File: src/rtl/drp_pkg.sv
package drp_pkg;

  localparam int BYTE_W = 8;
  localparam logic [BYTE_W-1:0] AFFINE_C = 8'h63;
  localparam logic [BYTE_W-1:0] FIELD_RED = 8'h1B;

  typedef logic [BYTE_W-1:0] byte_t;

  // multiplication in GF(2^8) modulo x^8+x^4+x^3+x+1, shift-and-add form
  function automatic byte_t gf_mul(input byte_t a, input byte_t b);
    byte_t acc;
    byte_t aa;
    byte_t bb;
    acc = '0;
    aa  = a;
    bb  = b;
    for (int i = 0; i < BYTE_W; i++) begin
      if (bb[0]) acc = acc ^ aa;
      if (aa[BYTE_W-1]) aa = (aa << 1) ^ FIELD_RED;
      else              aa = aa << 1;
      bb = bb >> 1;
    end
    return acc;
  endfunction

  // multiplicative inverse as x^254 (maps zero to zero)
  function automatic byte_t gf_inv(input byte_t x);
    byte_t res;
    byte_t base;
    logic [BYTE_W-1:0] expo;
    res  = 8'h01;
    base = x;
    expo = 8'hFE;
    for (int i = 0; i < BYTE_W; i++) begin
      if (expo[i]) res = gf_mul(res, base);
      base = gf_mul(base, base);
    end
    return res;
  endfunction

  function automatic byte_t sub_affine(input byte_t v);
    byte_t o;
    for (int i = 0; i < BYTE_W; i++) begin
      o[i] = v[i] ^ v[(i+4)%BYTE_W] ^ v[(i+5)%BYTE_W] ^
             v[(i+6)%BYTE_W] ^ v[(i+7)%BYTE_W] ^ AFFINE_C[i];
    end
    return o;
  endfunction

  function automatic byte_t sub_byte(input byte_t x);
    return sub_affine(gf_inv(x));
  endfunction

endpackage

File: src/rtl/drp_phase_gen.sv
module drp_phase_gen #(
  parameter int JW       = 6,
  parameter int LEAD_BIT = 0
) (
  input  logic clk,
  input  logic rst,
  output logic lead,
  output logic lag,
  output logic eval,
  output logic cap
);

  localparam int LAG_BIT = LEAD_BIT + 1;

  logic [JW-1:0] jc_q;
  logic [JW-1:0] jc_nx;
  logic          eval_nx;

  // twisted-ring counter: 2*JW states per step
  assign jc_nx = {jc_q[JW-2:0], ~jc_q[JW-1]};

  always_ff @(posedge clk) begin
    if (rst) jc_q <= '0;
    else     jc_q <= jc_nx;
  end

  assign lead    = jc_q[LEAD_BIT];
  assign lag     = jc_q[LAG_BIT];
  assign eval    = lead & lag;
  assign eval_nx = jc_nx[LEAD_BIT] & jc_nx[LAG_BIT];
  // last cycle of the window: results are taken on this edge
  assign cap     = eval & ~eval_nx;

endmodule

File: src/rtl/drp_lfsr.sv
module drp_lfsr #(
  parameter int              W    = 8,
  parameter logic [W-1:0]    TAPS = 8'hB8,
  parameter logic [W-1:0]    SEED = 8'hA5
) (
  input  logic         clk,
  input  logic         rst,
  input  logic         step,
  output logic [W-1:0] state
);

  logic [W-1:0] st_q;
  logic         fb;

  assign fb = ^(st_q & TAPS);

  always_ff @(posedge clk) begin
    if (rst)       st_q <= SEED;
    else if (step) st_q <= {st_q[W-2:0], fb};
  end

  assign state = st_q;

endmodule

File: src/rtl/drp_xor_stage.sv
module drp_xor_stage #(
  parameter int W = 8
) (
  input  logic         eval,
  input  logic [W-1:0] a_t,
  input  logic [W-1:0] a_f,
  input  logic [W-1:0] b_t,
  input  logic [W-1:0] b_f,
  output logic [W-1:0] o_t,
  output logic [W-1:0] o_f
);

  // one dual-rail XOR cell per bit, both outputs held at zero outside the window
  for (genvar i = 0; i < W; i++) begin : g_bit
    assign o_t[i] = eval & ((a_t[i] & b_f[i]) | (a_f[i] & b_t[i]));
    assign o_f[i] = eval & ((a_t[i] & b_t[i]) | (a_f[i] & b_f[i]));
  end

endmodule

File: src/rtl/drp_sbox_half.sv
module drp_sbox_half
  import drp_pkg::*;
#(
  parameter bit FALSE_RAIL = 1'b0
) (
  input  logic  eval,
  input  byte_t x,
  output byte_t y
);

  if (FALSE_RAIL) begin : g_false
    // complement domain: input and output both carry inverted sense
    assign y = eval ? ~sub_byte(~x) : '0;
  end else begin : g_true
    assign y = eval ? sub_byte(x) : '0;
  end

endmodule

File: src/rtl/drp_byte_core.sv
module drp_byte_core
  import drp_pkg::*;
#(
  parameter int          JW       = 6,
  parameter int          LEAD_BIT = 0,
  parameter logic [7:0]  SEED     = 8'hA5,
  parameter logic [7:0]  TAPS     = 8'hB8
) (
  input  logic       clk,
  input  logic       rst,
  input  logic [7:0] key_i,
  output logic [7:0] ct_t_o,
  output logic [7:0] ct_f_o,
  output logic [7:0] pt_o,
  output logic       done_o,
  output logic       eval_o,
  output logic       lead_o,
  output logic       lag_o
);

  localparam int NRAIL = 2;

  logic  lead, lag, eval, cap;
  byte_t lfsr_q;
  byte_t key_q;
  byte_t src_pt_t, src_pt_f, src_key_t, src_key_f;
  byte_t mix_t, mix_f;
  byte_t sb_t, sb_f;
  byte_t sb_rail [NRAIL];
  byte_t ct_t_q, ct_f_q, pt_q;
  logic  done_q, ct_vld;

  drp_phase_gen #(.JW(JW), .LEAD_BIT(LEAD_BIT)) u_phase (
    .clk (clk),
    .rst (rst),
    .lead(lead),
    .lag (lag),
    .eval(eval),
    .cap (cap)
  );

  drp_lfsr #(.W(BYTE_W), .TAPS(TAPS), .SEED(SEED)) u_prng (
    .clk  (clk),
    .rst  (rst),
    .step (cap),
    .state(lfsr_q)
  );

  // source registers released to the gates only inside the window
  assign src_pt_t  = eval ? lfsr_q : '0;
  assign src_pt_f  = eval ? ~lfsr_q : '0;
  assign src_key_t = eval ? key_q : '0;
  assign src_key_f = eval ? ~key_q : '0;

  drp_xor_stage #(.W(BYTE_W)) u_mix (
    .eval(eval),
    .a_t (src_pt_t),
    .a_f (src_pt_f),
    .b_t (src_key_t),
    .b_f (src_key_f),
    .o_t (mix_t),
    .o_f (mix_f)
  );

  for (genvar r = 0; r < NRAIL; r++) begin : g_rail
    drp_sbox_half #(.FALSE_RAIL(r == 1)) u_sub (
      .eval(eval),
      .x   ((r == 0) ? mix_t : mix_f),
      .y   (sb_rail[r])
    );
  end

  assign sb_t = sb_rail[0];
  assign sb_f = sb_rail[1];

  always_ff @(posedge clk) begin
    if (rst) begin
      key_q  <= '0;
      ct_t_q <= '0;
      ct_f_q <= '0;
      pt_q   <= '0;
      done_q <= 1'b0;
      ct_vld <= 1'b0;
    end else begin
      done_q <= cap;
      if (!eval) key_q <= key_i;
      if (cap) begin
        ct_t_q <= sb_t;
        ct_f_q <= sb_f;
        pt_q   <= lfsr_q;
        ct_vld <= 1'b1;
      end
    end
  end

  assign ct_t_o = ct_t_q;
  assign ct_f_o = ct_f_q;
  assign pt_o   = pt_q;
  assign done_o = done_q;
  assign eval_o = eval;
  assign lead_o = lead;
  assign lag_o  = lag;

endmodule

File: config.mk
export PLATFORM = sky130hd
export DESIGN_NAME = drp_byte_core
export DESIGN_NICKNAME = d
export VERILOG_FILES = /design/src/rtl/drp_pkg.sv /design/src/rtl/drp_phase_gen.sv /design/src/rtl/drp_lfsr.sv /design/src/rtl/drp_xor_stage.sv /design/src/rtl/drp_sbox_half.sv /design/src/rtl/drp_byte_core.sv
export SDC_FILE = /design/constraint.sdc
export NUM_CORES = 1
export LEC_CHECK = 0
export BUFFER_PORTS_ARGS = -buffer_cell sky130_fd_sc_hd__buf_2
export CAP_MARGIN = 0
export CELL_PAD_IN_SITES_DETAIL_PLACEMENT = 1
export CELL_PAD_IN_SITES_GLOBAL_PLACEMENT = 1
export CORE_MARGIN = 4
export CORE_UTILIZATION = 45
export CTS_CLUSTER_SIZE = 12
export DETAILED_ROUTE_END_ITERATION = 10
export GPL_ROUTABILITY_DRIVEN = 1
export PLACE_DENSITY = 0.87
export SYNTH_ARGS = -nofsm -noshare
export SYNTH_HDL_FRONTEND = slang
export SYNTH_SLANG_ARGS = --single-unit
File: constraint.sdc
create_clock -name clk -period 26.6 [get_ports clk]
set_clock_uncertainty 0.15 [all_clocks]
set_input_delay 2.66 -clock clk [delete_from_list [all_inputs] [get_ports clk]]
set_output_delay 2.66 -clock clk [all_outputs]
set_load 0.01 [all_outputs]
---- After elaboration in Yosys (flattened, before gate mapping) ----
Index checks and enable logic that the tools add are counted.
word-level totals
  input port bits ......................... 10
  register bits ........................... 47
  logic and storage cells ................. 935
operators by class
  muxes and demuxes ....................... 412
  reductions and logical operators ........ 1
  bitwise operators ....................... 515
operator list
  cell                                   count
  8-bit 2-to-1 mux                       216
  8-bit bitwise XOR                      182
  5-bit 2-to-1 mux                       184
  4-bit inverter                         182
  1-bit bitwise XOR                      56
  1-bit AND                              51
  8-bit inverter                         4
  1-bit bitwise OR                       16
  7-bit 2-to-1 mux                       2
  1-bit inverter (first input constant)  14
  6-bit 2-to-1 mux                       2
  1-bit inverter                         10
  4-bit 2-to-1 mux                       2
  8-bit XOR reduction                    1
  3-bit 2-to-1 mux                       2
  2-bit 2-to-1 mux                       2
  1-bit 2-to-1 mux                       2

---- Depth between registers and ports, before layout ----
  depth after elaboration ................. 140
  gate-level depth with buffers ........... 77

---- Hierarchy ----
Synthesis repeated with hierarchy kept, for this count alone.
second synthesis, totals
  cell total of the unflattened synthesis .. 4258
  area, all modules ....................... 32650.1 um^2
by module, submodules not included
  module                           area an instance (um^2)  cells an instance  times used
  drp_sbox_half (g_rail[1].u_sub)  15854.0                  2057               1
  drp_sbox_half (g_rail[0].u_sub)  14614.0                  1984               1
  drp_byte_core                    1405.1                   141                1
  drp_xor_stage                    306.5                    33                 1
  drp_lfsr                         302.8                    29                 1
  drp_phase_gen                    167.7                    14                 1

---- Least setup slack after synthesis ----
Ideal clock, no wire load.
  path kind ............................... register to register
  start point ............................. register u_phase.jc_q[1]
  end point ............................... register ct_t_q[6] (netlist: ct_t_o[6])
  clock period less this slack ............ 18.009 ns
  path slack .............................. 8.591 ns
  cell stages (with the launch flop) ...... 73
  arrival ................................. 17.789 ns
  buffers on the path ..................... 15
  library setup time ...................... 0.071 ns
  data required time ...................... 26.379 ns
  cells stage by stage .................... dfxtp_1 nand2_1 buf_2 buf_1 clkbuf_1 clkbuf_1 clkbuf_1 nor2_1 ha_1 buf_1 a21oi_1 nor4b_1 xnor2_1 inv_2 clkbuf_1 clkbuf_1 clkbuf_1 ha_1 [37 not listed] nor2_1 xor2_1 xnor2_1 xnor2_1 or4_1 and2_1 buf_6 xor2_1 nor2_1 xnor2_1 xnor3_1 xnor2_2 xnor2_2 xnor3_1 xnor3_1 xnor2_1 nand2_1 a21oi_1
between the ends
  word-level cells in the longest chain between the ends .. 132
  elaborated cells on any way between the ends .. 429
  those cells by class .................... 208 x mux; 221 x bitwise
RTL lines
  element                                                line                          source
  from (decl)                                            drp_phase_gen.sv:15           logic [JW-1:0] jc_q;
  from (signal assigned)                                 drp_phase_gen.sv:24           else jc_q <= jc_nx;
  1-bit AND *                                            drp_phase_gen.sv:29           assign eval = lead & lag;
  8-bit 2-to-1 mux (on tied branches)                    --
  1-bit AND                                              drp_xor_stage.sv:15           assign o_t[i] = eval & ((a_t[i] & b_f[i]) | (a_f[i] & b_t[i]));
  1-bit bitwise OR                                       drp_xor_stage.sv:15
  1-bit AND                                              drp_xor_stage.sv:15
  8-bit 2-to-1 mux or 5-bit 2-to-1 mux (tied branches)   drp_pkg.sv:18, drp_pkg.sv:19
  8-bit bitwise XOR                                      drp_pkg.sv:18                 if (bb[0]) acc = acc ^ aa;
  8-bit 2-to-1 mux                                       drp_pkg.sv:18
  [116 not listed]                                       --
  8-bit bitwise XOR or 8-bit 2-to-1 mux (tied branches)  drp_pkg.sv:18
  8-bit 2-to-1 mux or 8-bit bitwise XOR (tied branches)  drp_pkg.sv:18
  1-bit bitwise XOR (tied with other cells)              drp_pkg.sv:44                 o[i] = v[i] ^ v[(i+4)%BYTE_W] ^ v[(i+5)%BYTE_W] ^
  1-bit bitwise XOR or 8-bit 2-to-1 mux (tied branches)  drp_pkg.sv:44, drp_pkg.sv:18
  1-bit bitwise XOR                                      drp_pkg.sv:44
  1-bit bitwise XOR                                      drp_pkg.sv:45                 v[(i+6)%BYTE_W] ^ v[(i+7)%BYTE_W] ^ AFFINE_C[i];
  1-bit inverter (no source line)                        --
  8-bit 2-to-1 mux                                       drp_sbox_half.sv:15           assign y = eval ? sub_byte(x) : '0;
  to (signal assigned)                                   drp_byte_core.sv:88           ct_t_q <= sb_t;
  to (decl)                                              drp_byte_core.sv:30           byte_t ct_t_q, ct_f_q, pt_q;
Every way passes the cells marked *; elsewhere a longest branch is shown, timed or not.
A chain may end at the register's enable or synchronous reset.

---- Final worst setup path ----
  start point ............................. register u_prng.st_q[7] (netlist: u_prng.state[7])
  end point ............................... register ct_t_q[5] (netlist: ct_t_o[5])
between the ends
  word-level cells in the longest chain between the ends .. 133
  elaborated cells on any way between the ends .. 397
  those cells by class .................... 206 x mux; 191 x bitwise
RTL lines
  element                                               line                          source
  from (decl)                                           drp_lfsr.sv:12                logic [W-1:0] st_q;
  from (signal assigned)                                drp_lfsr.sv:19                else if (step) st_q <= {st_q[W-2:0], fb};
  8-bit inverter                                        drp_byte_core.sv:51           assign src_pt_f = eval ? ~lfsr_q : '0;
  8-bit 2-to-1 mux                                      drp_byte_core.sv:51
  1-bit AND                                             drp_xor_stage.sv:15
  1-bit bitwise OR *                                    drp_xor_stage.sv:15
  1-bit AND *                                           drp_xor_stage.sv:15
  5-bit 2-to-1 mux or 8-bit 2-to-1 mux (tied branches)  drp_pkg.sv:19, drp_pkg.sv:18
  8-bit bitwise XOR                                     drp_pkg.sv:18
  8-bit 2-to-1 mux                                      drp_pkg.sv:18
  [115 not listed]                                      --
  8-bit bitwise XOR                                     drp_pkg.sv:18
  8-bit 2-to-1 mux                                      drp_pkg.sv:18
  8-bit bitwise XOR                                     drp_pkg.sv:18
  8-bit 2-to-1 mux *                                    drp_pkg.sv:18
  1-bit bitwise XOR (3 in a row)                        drp_pkg.sv:44
  1-bit bitwise XOR *                                   drp_pkg.sv:45
  1-bit inverter (no source line) *                     --
  8-bit 2-to-1 mux *                                    drp_sbox_half.sv:15
Marks and branches as above.

==> flow_summary.ini <==
[synth]
ys_seq_elements = 43
ys_warn_count = 0
synth_nets = 4391
synth.largest_area_cell = xnor2_1
async_flop_share_pct = 0
avgSynthCellArea_sq_um = 7.24
syn-cell-area_sq_um = 31600
yosys.area.top_type_share_pct = 21.7
ys.flop_type = dfxtp_1
synth_cell_types = 109
synth_edf_count = 0
syn_inst = 4367
yosysSeqAreaShare_pct = 2.72
yosys-top-cells-area = xnor2_1 22%, xnor3_1 9.6%, nor2_1 7.2%

[global_routing]
grt_pass1_vias = 33700
grt_pass1_wl_um = 183000
antenna_found_initial = 2
gr-usage-all-layers_pct = 29.3
grt_max_degree = 49
grt-ovfl-total = 0

[routing]
drt-wirelength-per-cell_um = 21.9
drt_drc_violations_left = 0
totalWireLength_um = 113000
drtPass1Iterations = 5
vias = 33000
via_per_inst = 6.37
final_antenna_net_count = 0
drt_iter0_markers = 2583

[layout]
mostFrequentLayoutCells = 761 x xnor2_1, 609 x nor2_1, 467 x nand2_1
multi_input_area_sq_um = 29400
syn2layout_area_growth_pct = 4.69
fillCellCount = 8961
regArea_sq_um = 861
layout_commonest_cell = xnor2_1
nNetsFinal = 4264
drive_above_1_share_pct = 10.1

[sta]
setup_viol = 0
post-route-min-period_ps = 21770
worst_pin_slew_ps = 1320
slew_headroom_pct = 11.5
finalHoldViolations = 0
maxSlewViolCount = 0
timing.fmax_mhz = 45.9
rsz0062_at_grt = no
fin_crit_sh_pct = 81.8
finalSetupTns_ps = 0

[clock_tree]
holdBufCountCts = 0
clock_latency_ps = 310
h-tree-depth = 2
cts_buffer_depth = 2
ctsResizeCount = 0
clockRootBuffer = clkbuf_16
cts_tree = done
cts_inserted_buffers = 5
clkTransAtPathRegs_ps = 70
cts_sinks = 43
post_cts_buffers = 0

[hold_path]
hold_path_class = register to register
hold_depth = 1

[worst_setup_path]
critPathMaxStageDelay_ps = 970
worst_ep_arrival_time_ps = 21840
worstSetupPathType = register to register
cpMaxStageDelayCell = xnor2_1
required_ps = 26680
r2r_cells = 64
crit_fanout = 34
cp_common_cell = nor2_1
cp-start-kind = register
end_kind = register

[outcome]
status = finished clean

[placement]
port_buffers = 37
dp.final_hpwl_um = 82800
place_congestion = 0.897

[floorplan]
coreArea_sq_um = 69200
io_pins = 38
start_util_pct = 45.7
fp-row-count = 96
die_x_um = 273
die_h_um = 273
dieArea_sq_um = 74600

[run]
maxCapViolations = 0
-- synth_stat cells, drive strengths merged (17+ instances only) --
cell type  instances
a211oi            75
a21o              17
a21oi            250
a221oi            20
a22oi             25
a31oi             42
and2              31
and3              22
buf              131
clkbuf           198
dfxtp             43
inv               29
mux2              22
mux2i            101
nand2            469
nand2b            25
nand3            132
nand4             33
nor2             616
nor2b             17
nor3             138
nor4              24
o211a             17
o211ai            60
o21a              24
o21ai            202
o221ai            23
o22ai             48
o31ai             27
or2               20
or3               21
xnor2            850
xnor3            149
xor2             210
xor3              20
-- kinds of logic (layout without fill, tap and decap cells) --
family	Yosys count	in the layout	synth area share, %
compound gates	998	998	21.2
xor+xnor	1229	1229	44.2
fa+ha+maj	14	14	0.554
buf+inv	368	242	5.02
flops	43	43	2.72
mux	125	125	4.12
other cells	0	1	0
simple gates	1590	1590	22.2
-- metal layers --
metal  wire length (um)  track usage (%)
met5                  0                0
met4               3410             9.23
met3               7080             2.78
met2              54300             50.8
met1              48300             38.4
-- worst max-delay path: cells and delay by family (launching register included) --
kind | cells | cell delay, ps
XOR/XNOR | 14 | 5440
adder cells (fa/ha/maj) | 4 | 1960
multiplexers | 3 | 1230
AO/OA/AOI/OAI | 15 | 4640
AND/OR/NAND/NOR | 22 | 6190
buffers and inverters | 6 | 1520
flip-flops | 1 | 520
-- layout make-up --
class	count	share of cell area (%)
clock buffer	6	0.419
multi-input combinational	3956	88.8
clock inverter	2	0.0491
tap	931	3.52
sequential	43	2.60
inverter	39	0.442
timing repair buffer	195	4.14
antenna	1	0.00756
-- path summary, 6_finish.rpt --
| path | startpoint | to | slack (ps) |
|---|---|---|---|
| worst max register to register | u_prng.state[7] | ct_t_o[5] | 4830 |
| worst max-delay path | u_prng.state[7] | ct_t_o[5] | 4830 |
| worst min-delay path | u_phase.jc_q[3] | u_phase.jc_q[4] | 300 |
| worst min register to register | u_phase.jc_q[3] | u_phase.jc_q[4] | 300 |
-- stage by stage --
stage	utilization, %	instances	area [sq um]	worst slack [ps]	hold slack, ps
after floorplan	-	4367	31600	8590	256
after global placement	47.6	5164	33000	5790	270
after detailed placement	47.6	5164	33000	5370	292
after CTS	47.9	5172	33100	5260	304
after global routing	47.9	5172	33100	3370	319
final	47.9	5173	33100	4830	303
-- sequential cells by signal, indices dropped and copies added (netlist names) --
register / count
ct_f_o: 8
ct_t_o: 8
done_o: 1
key_q: 8
pt_o: 8
u_phase.jc_q: 6
u_prng.state: 4
Power is not shown: default switching activity piles up to over one toggle a cycle in this logic, so the estimate is an artifact.
